`config.mk`:
```
export PLATFORM = sky130hd
export DESIGN_NAME = mdio_c45_master
export DESIGN_NICKNAME = d
export VERILOG_FILES = /design/src/rtl/mdio_c45_pkg.sv /design/src/rtl/mdio_mdc_div.sv /design/src/rtl/mdio_tx_shift.sv /design/src/rtl/mdio_rx_shift.sv /design/src/rtl/mdio_c45_master.sv
export SDC_FILE = /design/constraint.sdc
export NUM_CORES = 1
export LEC_CHECK = 0
export BUFFER_PORTS_ARGS = -buffer_cell sky130_fd_sc_hd__buf_2
export CAP_MARGIN = 0
export CORE_MARGIN = 2
export CORE_UTILIZATION = 45
export DETAILED_ROUTE_END_ITERATION = 8
export GPL_TIMING_DRIVEN = 0
export MAX_ROUTING_LAYER = met4
export PLACE_DENSITY = 0.74
export RECOVER_POWER = 50
export SLEW_MARGIN = 10
export SYNTH_ARGS = -nofsm -noshare
export SYNTH_HDL_FRONTEND = slang
export SYNTH_SLANG_ARGS = --single-unit
```
`constraint.sdc`:
```
create_clock -name clk -period 4.2 [get_ports clk]
set_input_delay 0.84 -clock clk [delete_from_list [all_inputs] [get_ports clk]]
set_output_delay 0.84 -clock clk [all_outputs]
set_load 0.01 [all_outputs]
```
`src/rtl/mdio_c45_pkg.sv`:
```
package mdio_c45_pkg;

    typedef enum logic [1:0] {
        OP_ADDR  = 2'b00,
        OP_WRITE = 2'b01,
        OP_RINC  = 2'b10,
        OP_READ  = 2'b11
    } mdio_op_e;

    typedef enum logic [2:0] {
        S_IDLE,
        S_PRE,
        S_CMD,
        S_TA,
        S_DATA,
        S_DONE
    } mdio_state_e;

    localparam int PRE_BITS   = 32;
    localparam int CMD_BITS   = 14;
    localparam int TA_BITS    = 2;
    localparam int DATA_BITS  = 16;
    localparam int FRAME_BITS = PRE_BITS + CMD_BITS + TA_BITS + DATA_BITS;
    localparam int SHIFT_BITS = CMD_BITS + TA_BITS + DATA_BITS;

    localparam logic [1:0] SOF_CODE = 2'b00;
    localparam logic [1:0] TA_OWN   = 2'b10;

endpackage

```
`src/rtl/mdio_mdc_div.sv`:
```
module mdio_mdc_div #(
    parameter int DIV_W = 8
) (
    input  logic             clk,
    input  logic             rst_n,
    input  logic             run,
    input  logic [DIV_W-1:0] half_len,
    output logic             mdc,
    output logic             rise_tick,
    output logic             fall_tick
);

    logic [DIV_W-1:0] cnt;
    logic [DIV_W-1:0] limit;
    logic             term;

    assign limit = (half_len == '0) ? DIV_W'(1) : half_len;
    assign term  = (cnt == limit - DIV_W'(1));

    always_ff @(posedge clk) begin
        if (!rst_n) begin
            cnt <= '0;
            mdc <= 1'b0;
        end else if (!run) begin
            cnt <= '0;
            mdc <= 1'b0;
        end else if (term) begin
            cnt <= '0;
            mdc <= ~mdc;
        end else begin
            cnt <= cnt + DIV_W'(1);
        end
    end

    // tick marks the system edge at which mdc changes level
    assign rise_tick = run && term && !mdc;
    assign fall_tick = run && term &&  mdc;

endmodule

```
`src/rtl/mdio_tx_shift.sv`:
```
module mdio_tx_shift #(
    parameter int W = 32
) (
    input  logic         clk,
    input  logic         rst_n,
    input  logic         load,
    input  logic [W-1:0] load_word,
    input  logic         shift,
    output logic         msb
);

    logic [W-1:0] sr;

    always_ff @(posedge clk) begin
        if (!rst_n) begin
            sr <= '0;
        end else if (load) begin
            sr <= load_word;
        end else if (shift) begin
            sr <= {sr[W-2:0], 1'b0};
        end
    end

    assign msb = sr[W-1];

endmodule

```
`src/rtl/mdio_rx_shift.sv`:
```
module mdio_rx_shift #(
    parameter int W = 16
) (
    input  logic         clk,
    input  logic         rst_n,
    input  logic         capture,
    input  logic         bit_in,
    output logic [W-1:0] word
);

    always_ff @(posedge clk) begin
        if (!rst_n) begin
            word <= '0;
        end else if (capture) begin
            word <= {word[W-2:0], bit_in};
        end
    end

endmodule

```
`src/rtl/mdio_c45_master.sv`:
```
module mdio_c45_master
    import mdio_c45_pkg::*;
#(
    parameter int DIV_W = 8
) (
    input  logic                 clk,
    input  logic                 rst_n,
    input  logic                 start,
    input  logic [1:0]           op,
    input  logic [4:0]           port_addr,
    input  logic [4:0]           dev_addr,
    input  logic [DATA_BITS-1:0] word_in,
    input  logic [DIV_W-1:0]     half_div,
    output logic                 mdc,
    output logic                 mdio_o,
    output logic                 mdio_oe,
    input  logic                 mdio_i,
    output logic                 busy,
    output logic                 done,
    output logic                 cmd_rej,
    output logic [DATA_BITS-1:0] rd_word
);

    localparam int BIT_W = $clog2(FRAME_BITS);
    localparam logic [BIT_W-1:0] LAST_PRE  = BIT_W'(PRE_BITS - 1);
    localparam logic [BIT_W-1:0] LAST_CMD  = BIT_W'(PRE_BITS + CMD_BITS - 1);
    localparam logic [BIT_W-1:0] LAST_TA   = BIT_W'(PRE_BITS + CMD_BITS + TA_BITS - 1);
    localparam logic [BIT_W-1:0] LAST_DATA = BIT_W'(FRAME_BITS - 1);

    mdio_state_e      state, state_n;
    logic [BIT_W-1:0] bit_cnt;
    logic [DIV_W-1:0] div_q;
    logic             rd_q;
    logic             rej_q;

    logic             launch;
    logic             refuse;
    logic             run;
    logic             rise_tick;
    logic             fall_tick;
    logic             tx_msb;
    logic             tx_shift;
    logic             rx_cap;
    logic [SHIFT_BITS-1:0] frame_word;

    assign launch = (state == S_IDLE) && start && (op != OP_RINC);
    assign refuse = (state == S_IDLE) && start && (op == OP_RINC);
    assign run    = (state == S_PRE) || (state == S_CMD) ||
                    (state == S_TA)  || (state == S_DATA);

    assign frame_word = {SOF_CODE, op, port_addr, dev_addr, TA_OWN, word_in};
    assign tx_shift   = fall_tick && ((state == S_CMD) || (state == S_TA) ||
                                      (state == S_DATA));
    assign rx_cap     = rise_tick && (state == S_DATA) && rd_q;

    mdio_mdc_div #(.DIV_W(DIV_W)) div_i (
        .clk       (clk),
        .rst_n     (rst_n),
        .run       (run),
        .half_len  (div_q),
        .mdc       (mdc),
        .rise_tick (rise_tick),
        .fall_tick (fall_tick)
    );

    mdio_tx_shift #(.W(SHIFT_BITS)) tx_i (
        .clk       (clk),
        .rst_n     (rst_n),
        .load      (launch),
        .load_word (frame_word),
        .shift     (tx_shift),
        .msb       (tx_msb)
    );

    mdio_rx_shift #(.W(DATA_BITS)) rx_i (
        .clk     (clk),
        .rst_n   (rst_n),
        .capture (rx_cap),
        .bit_in  (mdio_i),
        .word    (rd_word)
    );

    // next-state decode: phase boundaries fall on MDC falling edges
    always_comb begin
        state_n = state;
        unique case (state)
            S_IDLE: if (launch)                            state_n = S_PRE;
            S_PRE:  if (fall_tick && bit_cnt == LAST_PRE)  state_n = S_CMD;
            S_CMD:  if (fall_tick && bit_cnt == LAST_CMD)  state_n = S_TA;
            S_TA:   if (fall_tick && bit_cnt == LAST_TA)   state_n = S_DATA;
            S_DATA: if (fall_tick && bit_cnt == LAST_DATA) state_n = S_DONE;
            S_DONE:                                        state_n = S_IDLE;
            default:                                       state_n = S_IDLE;
        endcase
    end

    // state register and per-frame context
    always_ff @(posedge clk) begin
        if (!rst_n) begin
            state   <= S_IDLE;
            bit_cnt <= '0;
            div_q   <= DIV_W'(1);
            rd_q    <= 1'b0;
            rej_q   <= 1'b0;
        end else begin
            state <= state_n;
            rej_q <= refuse;
            if (launch) begin
                bit_cnt <= '0;
                div_q   <= half_div;
                rd_q    <= (op == OP_READ);
            end else if (fall_tick) begin
                bit_cnt <= bit_cnt + BIT_W'(1);
            end
        end
    end

    // outputs decoded from state
    always_comb begin
        mdio_o  = 1'b0;
        mdio_oe = 1'b0;
        unique case (state)
            S_PRE: begin
                mdio_o  = 1'b1;
                mdio_oe = 1'b1;
            end
            S_CMD: begin
                mdio_o  = tx_msb;
                mdio_oe = 1'b1;
            end
            S_TA, S_DATA: begin
                mdio_o  = tx_msb;
                mdio_oe = !rd_q;
            end
            S_IDLE, S_DONE: begin
                mdio_o  = 1'b0;
                mdio_oe = 1'b0;
            end
            default: begin
                mdio_o  = 1'b0;
                mdio_oe = 1'b0;
            end
        endcase
    end

    assign busy    = (state != S_IDLE);
    assign done    = (state == S_DONE);
    assign cmd_rej = rej_q;

endmodule

```
* After elaboration in Yosys (flattened, before gate mapping)
Index checks and enable logic that the tools add are counted.
Word-level totals: register bits 76, input bits 40, output and inout port bits 22, word-level logic and storage cells 76
Cells by class: add/sub/neg operators 3, equal/unequal tests 18, muxes and demuxes 11, bitwise operators 3, reductions and logical operators 31
Operators with widths (number):
- 30-bit two-way mux | 2
- 6-bit equality test, second input constant | 3
- 3-bit two-way mux | 5
- 3-bit case mux with 5 select lines | 1
- 1-bit logical AND | 13
- 8-bit by 1-bit adder with 8-bit output, second input constant | 1
- 8-bit equality test | 1
- 8-bit logical NOT | 1
- 8-bit two-way mux | 1
- 2-bit by 1-bit inequality test with 1-bit output, second input constant | 4
- 8-bit by 1-bit subtractor with 8-bit output, second input constant | 1
- 6-bit by 1-bit adder with 6-bit output, second input constant | 1
- 3-bit by 2-bit equality test with 1-bit output, second input constant | 2
- 3-bit equality test, second input constant | 2
- 6-bit by 5-bit equality test with 1-bit output, second input constant | 1
- 2-bit OR reduction | 3
- 3-bit OR reduction | 2
- 1-bit logical OR | 5
- 5-bit AND reduction | 1
- 2-bit equality test, second input constant | 2
- 2-bit inequality test, second input constant | 2
- 1-bit case mux with 2 select lines | 2
- 3-bit by 1-bit equality test with 1-bit output, second input constant | 1
- 3-bit logical NOT | 1
- other kinds (5) | 8

* Logic depth before layout (Yosys ltp)
Gate-level depths: netlist of run 1.
word-level depth 9, depth in mapped cells 12, mapped depth without buffers 9

* Modules after synthesis
Synthesis of run 1 repeated with hierarchy kept, for this count alone.
Unflattened totals: cell total of the unflattened synthesis 374, area, all modules 3940.0 um^2
By module, submodules not included:
- mdio_tx_shift | instances 1, cells each 141, area each 1724.2 um^2, seq. area each 640.6 um^2
- mdio_c45_master | instances 1, cells each 112, area each 965.9 um^2, seq. area each 380.4 um^2
- mdio_mdc_div | instances 1, cells each 70, area each 634.4 um^2, seq. area each 180.2 um^2
- mdio_rx_shift | instances 1, cells each 51, area each 615.6 um^2, seq. area each 320.3 um^2

* Worst setup path before layout of run 1
Ideal clock, no wire load.
kind flip-flop to flip-flop, start reg div_q[2], end reg rx_i.word[10], data arrival time 3.169 ns, data required time 4.128 ns, path slack 0.959 ns, cell stages (with the launch flop) 12, clock period less this slack 3.241 ns, path through dfxtp_1 -> nor4_4 -> a21oi_1 -> ha_1 -> xnor2_1 -> a221oi_1 -> o311ai_1 -> or4_1 -> buf_2 -> nor4_4 -> buf_6 -> mux2i_1
Between the ends: word-level cells in the longest chain between the ends 8
Ends and longest elaborated chain:
- from (decl) | RTL line mdio_c45_master.sv:32 | logic [DIV_W-1:0] div_q;
- from (signal assigned) | RTL line mdio_c45_master.sv:110 | div_q <= half_div;
- 8-bit logical NOT | RTL line mdio_mdc_div.sv:17 | assign limit = (half_len == '0) ? DIV_W'(1) : half_len;
- 8-bit two-way mux * | RTL line mdio_mdc_div.sv:17
- 8-bit by 1-bit subtractor with 8-bit output * | RTL line mdio_mdc_div.sv:18 | assign term = (cnt == limit - DIV_W'(1));
- 8-bit equality test * | RTL line mdio_mdc_div.sv:18
- 1-bit logical AND * (2 in series) | RTL line mdio_mdc_div.sv:36 | assign rise_tick = run && term && !mdc;
- 1-bit logical AND * (2 in series) | RTL line mdio_c45_master.sv:54 | assign rx_cap = rise_tick && (state == S_DATA) && rd_q;
- to (signal assigned) | RTL line mdio_rx_shift.sv:15 | word <= {word[W-2:0], bit_in};
- to (decl) | RTL line mdio_rx_shift.sv:8 | output logic [W-1:0] word
Every way passes the cells marked *; elsewhere a longest branch is shown, timed or not. A chain may end at the register's enable or synchronous reset.

* Worst setup path in the final report of run 1
start reg div_q[2], end reg rx_i.word[7]
The elaborated chain is that of the path after synthesis.

==> results of run 1 <==
-- synthesized netlist by cell type, types with 5 or more instances --
| master | n |
|---|---|
| or3_1 | 6 |
| xnor2_1 | 5 |
| and3_1 | 9 |
| nor3_1 | 30 |
| o21ai_0 | 10 |
| a21boi_0 | 33 |
| xor2_1 | 7 |
| a21oi_1 | 34 |
| and2_1 | 25 |
| mux2i_1 | 17 |
| clkbuf_1 | 39 |
| o211ai_1 | 27 |
| dfxtp_1 | 76 |
| nand3_1 | 43 |
| nor2b_1 | 5 |
| nand2_1 | 46 |
| nor2_1 | 27 |
| inv_1 | 6 |
-- power breakdown --
| group | switching, mW | internal (mW) | leakage (nW) |
|---|---|---|---|
| clock network | 0.286 | 0.292 | 0.0918 |
| registers | 0.0232 | 0.746 | 0.618 |
| logic | 0.222 | 0.0987 | 0.910 |
| total | 0.532 | 1.14 | 1.62 |
-- routing by layer --
| metal | track usage | vias to the layer above | share of wire |
|---|---|---|---|
| met5 | - | - | 0 |
| met2 | 0.3669 | 117 | 0.47 |
| met1 | 0.2911 | 1858 | 0.46 |
| li1 | - | 1971 | - |
| met3 | 0.03865 | 22 | 0.048 |
| met4 | 0.06955 | 0 | 0.019 |
-- worst paths after layout --
check                       end  slack (ns)
setup / recovery   rx_i.word[7]        0.48
hold reg to reg   rx_i.word[15]        0.48
setup reg to reg   rx_i.word[7]        0.48
hold / removal    rx_i.word[15]        0.48
-- metrics by stage --
step	cell area, um^2	util	cells	hold WS (ns)	total power [mW]
6_report	4682	0.5343	689	0.4769	1.669
5_1_grt	4682	0.5343	689	0.5054	1.744
4_1_cts	4711	0.5376	689	0.4760	1.672
3_5_place_dp	4508	0.5144	673	0.4643	1.101
3_3_place_gp	4508	0.5144	673	0.4513	1.094
2_1_floorplan	4073	-	505	0.4445	0.9974
-- flip-flops by register name (all words and copies together), names as in the netlist --
name and cells:
cmd_rej 1, state 3, div_i.cnt 8, div_q 8
rd_q 1, rx_i.word 16, tx_i.sr 32, bit_cnt 6
div_i.mdc 1
-- worst max-delay path, delay by kind of cell (launching register included) --
family,cells,cell delay (ns)
buffers and inverters,2,0.46
DFF,1,0.40
and+or+nand+nor,3,1.56
AOI/OAI and AO/OA,3,0.57
xor gates and xnor gates,1,0.13
adders and majority gates,1,0.33
muxes,1,0.21
-- final cells by class --
cell class                      instances  area [um^2]  area share
Buffer                                 43        171.4     0.03661
Clock buffer                           11        141.4     0.03020
Clock inverter                          5        61.31     0.01309
Inverter                                6        22.52    0.004810
Multi-Input combinational cell        380         2356      0.5032
Sequential cell                        76         1521      0.3250
Tap cell                              108        135.1     0.02886
Timing Repair Buffer                   60        272.8     0.05826
-- logic make-up after synthesis --
| family | after synthesis |
|---|---|
| adder cells (fa/ha/maj) | 4 |
| flip-flops | 76 |
| multiplexers | 17 |
| AO/OA/AOI/OAI | 135 |
| XOR/XNOR | 12 |
| AND/OR/NAND/NOR | 212 |
| buffers and inverters | 49 |
==> results.md, run 1 <==
- Status: finished clean
- Commonest register cell after synthesis: dfxtp_1
- Clk sinks: 76
- Skew-Pair Late Insertion Delay: 0.35 ns
- Fill count: 822
- Post-CTS setup buffer count: 0
- Gr ovfl total: 0
- Worst path max stage delay: 0.62 ns
- Post-synthesis compound-gate area fraction: 0.2267
- Dpl ws: 0.5591 ns
- Cts bufs inserted: 9
- Hold_sp: rx_i.word[15]
- Static Leak: 1.619 nW
- Adder-cell share of the synthesized area: 0.01229
- I/O Buffers: 60
- Mux cell area share after synthesis: 0.04178
- Via/cell ratio: 5.759
- Synth Area in XOR/XNOR: 0.02581
- FF+latch count, synth: 76
- RR Startpoint: div_q[2]
- Cts repair resizes: 0
- Crit path kind: flip-flop to flip-flop
- Chip height: 99.14 um
- Synth async-reset ratio: 0
- Vias in the first global route: 3778
- Maxcap violations: 0
- Worst-margin pin slew: 1.040 ns
- Cell count after synthesis: 505
- CP endpoint kind: flip-flop
- Worst min path class: flip-flop to flip-flop
- Die area: 9828 um^2
- Cts hold-fix bufs: 0
- H-tree depth: 3
- Post-layout min period: 3.721 ns
- Synth Area in Simple Gates: 0.2719
- Clock-pin slew on the worst setup and hold paths: 0.08 ns
- Crit path arrival time: 4.00 ns
- DRC violations left: 0
- Worst path slowest cell: nor4_4
- First drt pass iteration count: 5
- Synth top area cells: dfxtp_1 (37%), a21boi_0 (6.1%), nand3_1 (5.3%)
- Largest net degree at the start of global routing: 14
- Synth cell types: 50
- Worst Slack Setup Final: 0.4789 ns
- Pwr dens: 356.4 nW/um^2
- Count of pins over their slew limit: 0
- Largest family of logic cells by synthesized area: simple AND/OR/NAND/NOR gates
- Layout Nets: 620
- Synthesized area: 4073 um^2
- Ant diodes: 0
- GPL Wtd Cong: 0.8485
- Worst setup SP type: flip-flop
- Share of layout cells above drive strength 1: 0.1170
- CP required: 4.48 ns
- Crit path max fanout: 10
- Core Box Area: 8763 um^2
- Fin crit share: 0.8860
- Syn nets: 549
- Setup Skew: 0.01087 ns
- Peak VDD IR: 175.7 uV
- Commonest cells after routing, fill and taps aside: dfxtp_1 (76), clkbuf_1 (63), nand2_1 (46)
- First-pass GRT wire length: 17820 um
- Top Ports: 62
- Setup tns final: 0 ns
- Worst path most repeated cell: nor4_4
- Vias post-DR: 3968
- Hold path depth: 2
- Number of enable-type register cells in the synthesized netlist: 0
- Post-synthesis average cell area: 8.065 um^2
- Top-area cell type share of the netlist area: 0.3736
- RSZ-0062 raised after global routing: no
- Clock root cell: clkbuf_8
- Cell Rows: 34
- Max Fclk: 0.2687 GHz
- Initial antenna violation count: 0
- Commonest non-fill, non-tap cell in the layout: dfxtp_1
- Max-Slew Margin vs Limit: 0.3011
- GRT Total Usage: 0.2266
- Final setup fails: 0
- DR iter-0 viols: 204
- Path depth of the worst reg2reg path: 11
- Ys Warns: 0
- CTS tree: built
- Routed len/inst: 15.22 um
- Area grow syn2layout: 14.96%
- Hold Vio Cnt, Final: 0
- Max clock buf depth: 2
- Effective utilization at floorplan: 0.4647
- Die X: 99.14 um
- Routed Antenna Nets: 0
- Sequential area share after synthesis: 0.3736
- CP startpoint: div_q[2]
- CP cell instances: nor4_4, a21oi_1, ha_1, xnor2_1, a221oi_1, o311ai_0, or4_1, buf_2, nor4_4, buf_6, mux2i_1
- Final HPWL DP: 7450 um
- Drt total wl: 10490 um
- Yosys top cell by area: dfxtp_1
Power figures use the tool's default switching activity.
==> inputs of run 2 (changes only) <==
- GPL_ROUTABILITY_DRIVEN: default -> 1
- clock period: 4.2 -> 4.6 ns (I/O delays scaled with it)
==> run 2 against run 1 <==
  * Critical path depth is the same
  * Total power decreased by 8.7%
  * Sequential power decreased by 8.7%
  * Die area is the same
  * Sequential cell count unchanged
  * Worst hold slack barely moved
  * Global-route usage is the same
  * Clock skew barely moved
  * Cell count stayed put
  * Clock power fell by 8.7%
==> results.md, run 2 (synthesis results as in run 1) <==
- Status: finished clean (unchanged)
- Effective utilization at floorplan: 0.4647 (unchanged)
- Most flop-heavy register: tx_i.sr (unchanged)
- Peak VDD IR: 160.0 uV (was 175.7 uV)
- Vias post-DR: 3985 (was 3968)
- Routed len/inst: 15.20 um (was 15.22 um)
- RSZ-0062 raised after global routing: no (unchanged)
- H-tree depth: 3 (unchanged)
- I/O Buffers: 60 (unchanged)
- Max clock buf depth: 2 (unchanged)
- Commonest cells after routing, fill and taps aside: dfxtp_1 (76), clkbuf_1 (64), nand2_1 (46) (was dfxtp_1 (76), clkbuf_1 (63), nand2_1 (46))
- Share of layout cells above drive strength 1: 0.1153 (was 0.1170)
- Fin util: 0.5341 (was 0.5343)
- RR Startpoint: div_q[2] (unchanged)
- Via/cell ratio: 5.784 (was 5.759)
- Hold path depth: 2 (unchanged)
- Ant diodes: 0 (unchanged)
- CTS tree: built (unchanged)
- GR Util met3: 0.03865 (unchanged)
- GPL Wtd Cong: 0.8485 (unchanged)
- GR Layer Usage met1: 0.2911 (unchanged)
- DR iter-0 viols: 205 (was 204)
- Cts bufs inserted: 9 (unchanged)
- Met2 usage in global routing: 0.3669 (unchanged)
- Worst Hold End: rx_i.word[15] (unchanged)
- Max-Slew Margin vs Limit: 0.3034 (was 0.3011)
- CP endpoint kind: flip-flop (unchanged)
- Fin crit share: 0.8277 (was 0.8860)
- Post-layout min period: 3.807 ns (was 3.721 ns)
- Layout Nets: 620 (unchanged)
- Top flop regs: tx_i.sr (32), rx_i.word (16) (unchanged)
- Worst setup SP type: flip-flop (unchanged)
- Hold Vio Cnt, Final: 0 (unchanged)
- Commonest non-fill, non-tap cell in the layout: dfxtp_1 (unchanged)
- Top Ports: 62 (unchanged)
- Final setup fails: 0 (unchanged)
- Initial antenna violation count: 0 (unchanged)
- Skew-Pair Late Insertion Delay: 0.35 ns (about the same)
- Cell Rows: 34 (unchanged)
- Setup Skew: 0.01053 ns (was 0.01087 ns)
- Clk sinks: 76 (unchanged)
- Crit path arrival time: 4.09 ns (was 4.00 ns)
- Reg2reg end: rx_i.word[7] (unchanged)
- Die area: 9828 um^2 (unchanged)
- Worst-margin pin slew: 1.036 ns (was 1.040 ns)
- Post-Layout Cell Count: 689 (unchanged)
- Crit path kind: flip-flop to flip-flop (unchanged)
- CP required: 4.88 ns (was 4.48 ns)
- Gr ovfl total: 0 (unchanged)
- Largest net degree at the start of global routing: 14 (unchanged)
- Pwr dens: 325.4 nW/um^2 (was 356.4 nW/um^2)
- Flop2flop setup slack: 0.79 ns (was 0.48 ns)
- Count of pins over their slew limit: 0 (unchanged)
- Routed Antenna Nets: 0 (unchanged)
- Placed insts: 673 (unchanged)
- First drt pass iteration count: 5 (unchanged)
- Post-CTS setup buffer count: 0 (unchanged)
- Clock-pin slew on the worst setup and hold paths: 0.08 ns (about the same)
- GRT busiest layer: met2 (unchanged)
- Die X: 99.14 um (unchanged)
- Area grow syn2layout: 14.93% (was 14.96%)
- Hold_sp: rx_i.word[15] (unchanged)
- Static Leak: 1.617 nW (was 1.619 nW)
- Final HPWL DP: 7450 um (unchanged)
- Drt total wl: 10470 um (was 10490 um)
- Cts hold-fix bufs: 0 (unchanged)
- Cts repair resizes: 0 (unchanged)
- Largest register FFs: 32 (unchanged)
- Max Fclk: 0.2627 GHz (was 0.2687 GHz)
- Worst min path class: flip-flop to flip-flop (unchanged)
- DRC violations left: 0 (unchanged)
- Maxcap violations: 0 (unchanged)
- Chip height: 99.14 um (unchanged)
- Crit path max fanout: 10 (unchanged)
- GRT Total Usage: 0.2266 (unchanged)
- Path depth of the worst reg2reg path: 11 (unchanged)
- Clock root cell: clkbuf_8 (unchanged)
- First-pass GRT wire length: 17820 um (unchanged)
- Setup tns final: 0 ns (unchanged)
- Core Box Area: 8763 um^2 (unchanged)
- Vias in the first global route: 3778 (unchanged)
run 2: cell types whose count changed in the layout (fill, tap and decap cells not counted):
cell and delta:
buf_2 -1, clkbuf_1 +1
run 2: area by class of cell:
type,instances,area (um^2)
Buffer,43,170.2
Clock buffer,11,141.4
Clock inverter,5,61.31
Fill cell,823,4083
Inverter,6,22.52
Multi-Input combinational cell,380,2356
Sequential cell,76,1521
Tap cell,108,135.1
Timing Repair Buffer,60,272.8
run 2: critical path, cell delays in order, from the launching register on:
cell and delay (ns):
dfxtp_1 0.40, nor4_4 0.43, a21oi_1 0.15, ha_1 0.33
xnor2_1 0.13, a221oi_1 0.19, o311ai_0 0.23, or4_1 0.51
clkbuf_1 0.24, nor4_4 0.66, buf_6 0.26, mux2i_1 0.21
run 2: per-stage QoR:
step	hold slack [ns]	area, um^2	total power [mW]	setup WS [ns]
after detailed placement	0.4643	4508	1.006	0.9591
after global routing	0.5054	4681	1.591	0.5259
after floorplan	0.4445	4073	0.9107	1.359
after global placement	0.4513	4508	0.9991	1.050
after CTS	0.4760	4711	1.526	0.9438
final	0.4769	4681	1.523	0.7927
run 2: worst max path at each step:
| stage | startpoint | slack [ns] | endpoint | cells past startpoint |
|---|---|---|---|---|
| floorplan | div_q[2] | 1.36 | rx_i.word[10] | 11 |
| finish | div_q[2] | 0.79 | rx_i.word[7] | 11 |
| global route | div_q[2] | 0.53 | rx_i.word[7] | 11 |
| detailed placement | div_q[2] | 0.96 | rx_i.word[7] | 11 |
| CTS | div_q[2] | 0.94 | rx_i.word[7] | 11 |
| global placement | div_q[2] | 1.05 | rx_i.word[7] | 11 |
run 2: power by group:
group | total, mW | internal, mW | switching, mW
combinational | 0.292 | 0.0893 | 0.203
clock | 0.528 | 0.267 | 0.262
sequential | 0.703 | 0.682 | 0.0211
total | 1.52 | 1.04 | 0.486
run 2: layer usage:
metal	vias to the layer above	share of wire	routed length [um]
met2	136	0.47	4897
met1	1857	0.46	4797
met5	-	0	0
met3	21	0.055	572
li1	1971	-	-
met4	0	0.020	206
==> inputs of run 3 (changes only) <==
- PLACE_DENSITY: 0.74 -> 0.76
- clock period: 4.6 -> 3.1 ns (I/O delays scaled with it)
==> run 3 against run 2 <==
  * Fmax is 25% higher
  * First-iteration DRC count is 5.4% lower
  * Sequential cell count stayed put
  * Highest routed layer unchanged
  * Cell area is 3.7% higher
==> results.md, run 3 (synthesis results as in run 1) <==
- Status: finished clean (unchanged)
- Comb pwr share: 0.223 (was 0.192)
- Worst-margin pin slew: 0.6591 ns (was 1.036 ns)
- Clk sinks: 76 (unchanged)
- Hold path depth: 3 (was 2)
- Seq pwr share: 0.450 (was 0.461)
- Die X: 99.14 um (unchanged)
- Initial antenna violation count: 0 (unchanged)
- Drt total wl: 11010 um (was 10470 um)
- Top flop regs: tx_i.sr (32), rx_i.word (16) (unchanged)
- Commonest non-fill, non-tap cell in the layout: dfxtp_1 (unchanged)
- Worst Hold End: div_q[0] (was rx_i.word[15])
- Fin crit share: 0.9844 (was 0.8277)
- Layout Nets: 629 (was 620)
- Cell Rows: 34 (unchanged)
- Crit path max fanout: 10 (unchanged)
- Crit path arrival time: 3.33 ns (was 4.09 ns)
- GPL Wtd Cong: 0.8757 (was 0.8485)
- Setup Skew: 0.01759 ns (was 0.01053 ns)
- Routed Antenna Nets: 0 (unchanged)
- Psw: 0.7320 mW (was 0.4855 mW)
- Largest net degree at the start of global routing: 13 (was 14)
- Reg2reg end: div_i.mdc (was rx_i.word[7])
- Clock power frac: 0.326 (was 0.347)
- Top Ports: 62 (unchanged)
- Die area: 9828 um^2 (unchanged)
- DR iter-0 viols: 194 (was 205)
- Internal: 1.586 mW (was 1.037 mW)
- Max-Slew Margin vs Limit: 0.5576 (was 0.3034)
- Commonest cells after routing, fill and taps aside: dfxtp_1 (73), clkbuf_1 (54), nand2_1 (46) (was dfxtp_1 (76), clkbuf_1 (64), nand2_1 (46))
- DRC violations left: 0 (unchanged)
- Final HPWL DP: 7614 um (was 7450 um)
- Max Fclk: 0.3277 GHz (was 0.2627 GHz)
- RR Startpoint: div_q[2] (unchanged)
- First-pass GRT wire length: 18230 um (was 17820 um)
- Core Box Area: 8763 um^2 (unchanged)
- Ant diodes: 0 (unchanged)
- Maxcap violations: 0 (unchanged)
- Flop2flop setup slack: 0.05 ns (was 0.79 ns)
- Vias in the first global route: 4005 (was 3778)
- Max clock buf depth: 2 (unchanged)
- Switching share of power: 0.3157 (was 0.3188)
- Area grow syn2layout: 19.17% (was 14.93%)
- Final setup fails: 0 (unchanged)
- Share of layout cells above drive strength 1: 0.1630 (was 0.1153)
- Pwr dens: 477.7 nW/um^2 (was 325.4 nW/um^2)
- Peak VDD IR: 198.7 uV (was 160.0 uV)
- Worst setup SP type: flip-flop (unchanged)
- Hold_sp: half_div[0] (was rx_i.word[15])
- Post-Layout Cell Count: 697 (was 689)
- Vias post-DR: 4059 (was 3985)
- Post-place instance area: 4513 um^2 (was 4508 um^2)
- Clock root cell: clkbuf_8 (unchanged)
- CP endpoint kind: flip-flop (unchanged)
- Gr ovfl total: 0 (unchanged)
- Cts bufs inserted: 9 (unchanged)
- CP required: 3.38 ns (was 4.88 ns)
- I/O Buffers: 60 (unchanged)
- Placed insts: 673 (unchanged)
- Path depth of the worst reg2reg path: 11 (unchanged)
- Design Area, Final: 4853 um^2 (was 4681 um^2)
- Post-layout min period: 3.052 ns (was 3.807 ns)
- GRT Total Usage: 0.2332 (was 0.2266)
- Crit path kind: flip-flop to flip-flop (unchanged)
- Most flop-heavy register: tx_i.sr (unchanged)
- Worst min path class: primary input to flip-flop (was flip-flop to flip-flop)
- Fin util: 0.5538 (was 0.5341)
- Skew-Pair Late Insertion Delay: 0.36 ns (was 0.35 ns)
- Effective utilization at floorplan: 0.4647 (unchanged)
- Hold Vio Cnt, Final: 0 (unchanged)
- Chip height: 99.14 um (unchanged)
- First drt pass iteration count: 5 (unchanged)
- H-tree depth: 3 (unchanged)
- Routed len/inst: 15.79 um (was 15.20 um)
- RSZ-0062 raised after global routing: yes (was no)
- Clock-pin slew on the worst setup and hold paths: 0.08 ns (about the same)
- Largest register FFs: 32 (unchanged)
- CTS tree: built (unchanged)
- Count of pins over their slew limit: 0 (unchanged)
- Via/cell ratio: 5.824 (was 5.784)
- Cts hold-fix bufs: 0 (unchanged)
- Static Leak: 1.721 nW (was 1.617 nW)
## run 3: cell count changes in the layout (fill, tap and decap cells not counted), sizes merged
cell      delta
clkinvlp     -2
clkbuf       -7
buf         +15
clkinv       +2
## run 3: per-layer routing
| layer | GRT usage | wire (um) |
|---|---|---|
| met1 | 0.2873 | 4729 |
| met2 | 0.3805 | 5479 |
| met3 | 0.03303 | 508 |
| met4 | 0.1054 | 289 |
| met5 | - | 0 |
## run 3: how the worst max path moves through the flow
stage / from / slack (ns) / endpoint
floorplan: div_q[5] / 0.009 / rx_i.word[10]
global placement: div_q[5] / -0.34 / state[0]
detailed placement: div_q[5] / -0.42 / state[0]
CTS: div_q[3] / 0.03 / div_i.cnt[7]
global route: div_q[2] / -0.03 / div_i.mdc
finish: div_q[2] / 0.05 / div_i.mdc
## run 3: power groups by stage
stage | clock network, mW | registers [mW] | logic (mW)
2_1_floorplan | 0 | 1.06 | 0.296
3_3_place_gp | 0 | 1.06 | 0.425
3_5_place_dp | 0 | 1.07 | 0.432
4_1_cts | 0.763 | 1.04 | 0.485
5_1_grt | 0.811 | 1.05 | 0.561
6_report | 0.757 | 1.04 | 0.518
## run 3: cell type report
type,instances,area (um^2)
clock buffer,10,137.6
tap,108,135.1
timing repair buffer,71,362.8
multi-input combinational,380,2432
fill,833,3910
clock inverter,5,52.55
sequential,76,1530
inverter,6,22.52
buffer,41,180.2
## run 3: stage by stage
step,hold WS (ns),power [mW],setup slack [ns],TNS [ns]
6_report,0.4707,2.318,0.04833,0
5_1_grt,0.4956,2.420,-0.03145,-0.04607
4_1_cts,0.4710,2.291,0.02983,0
3_5_place_dp,0.4660,1.497,-0.4184,-18.38
3_3_place_gp,0.4428,1.488,-0.3372,-14.11
2_1_floorplan,0.4445,1.354,0.009219,0
## run 3: worst max-delay path: stages (launching register included)
cell and delay [ns]:
dfxtp_4 0.37, nor4_4 0.31, a21oi_2 0.10, ha_1 0.31, xnor2_1 0.15, a221oi_2 0.23, o311ai_2 0.16, or4_1 0.45
buf_6 0.16, buf_4 0.17, or3_4 0.39, a21oi_4 0.17
## run 3: timing repair
action | CTS | global route
hold endpoints to repair | 0 | 0
setup endpoints to repair | 66 | 65
buffers inserted | 7 | 3
gates cloned | 1 | 0
pin swaps | 6 | 5
resized for setup | 14 | 19
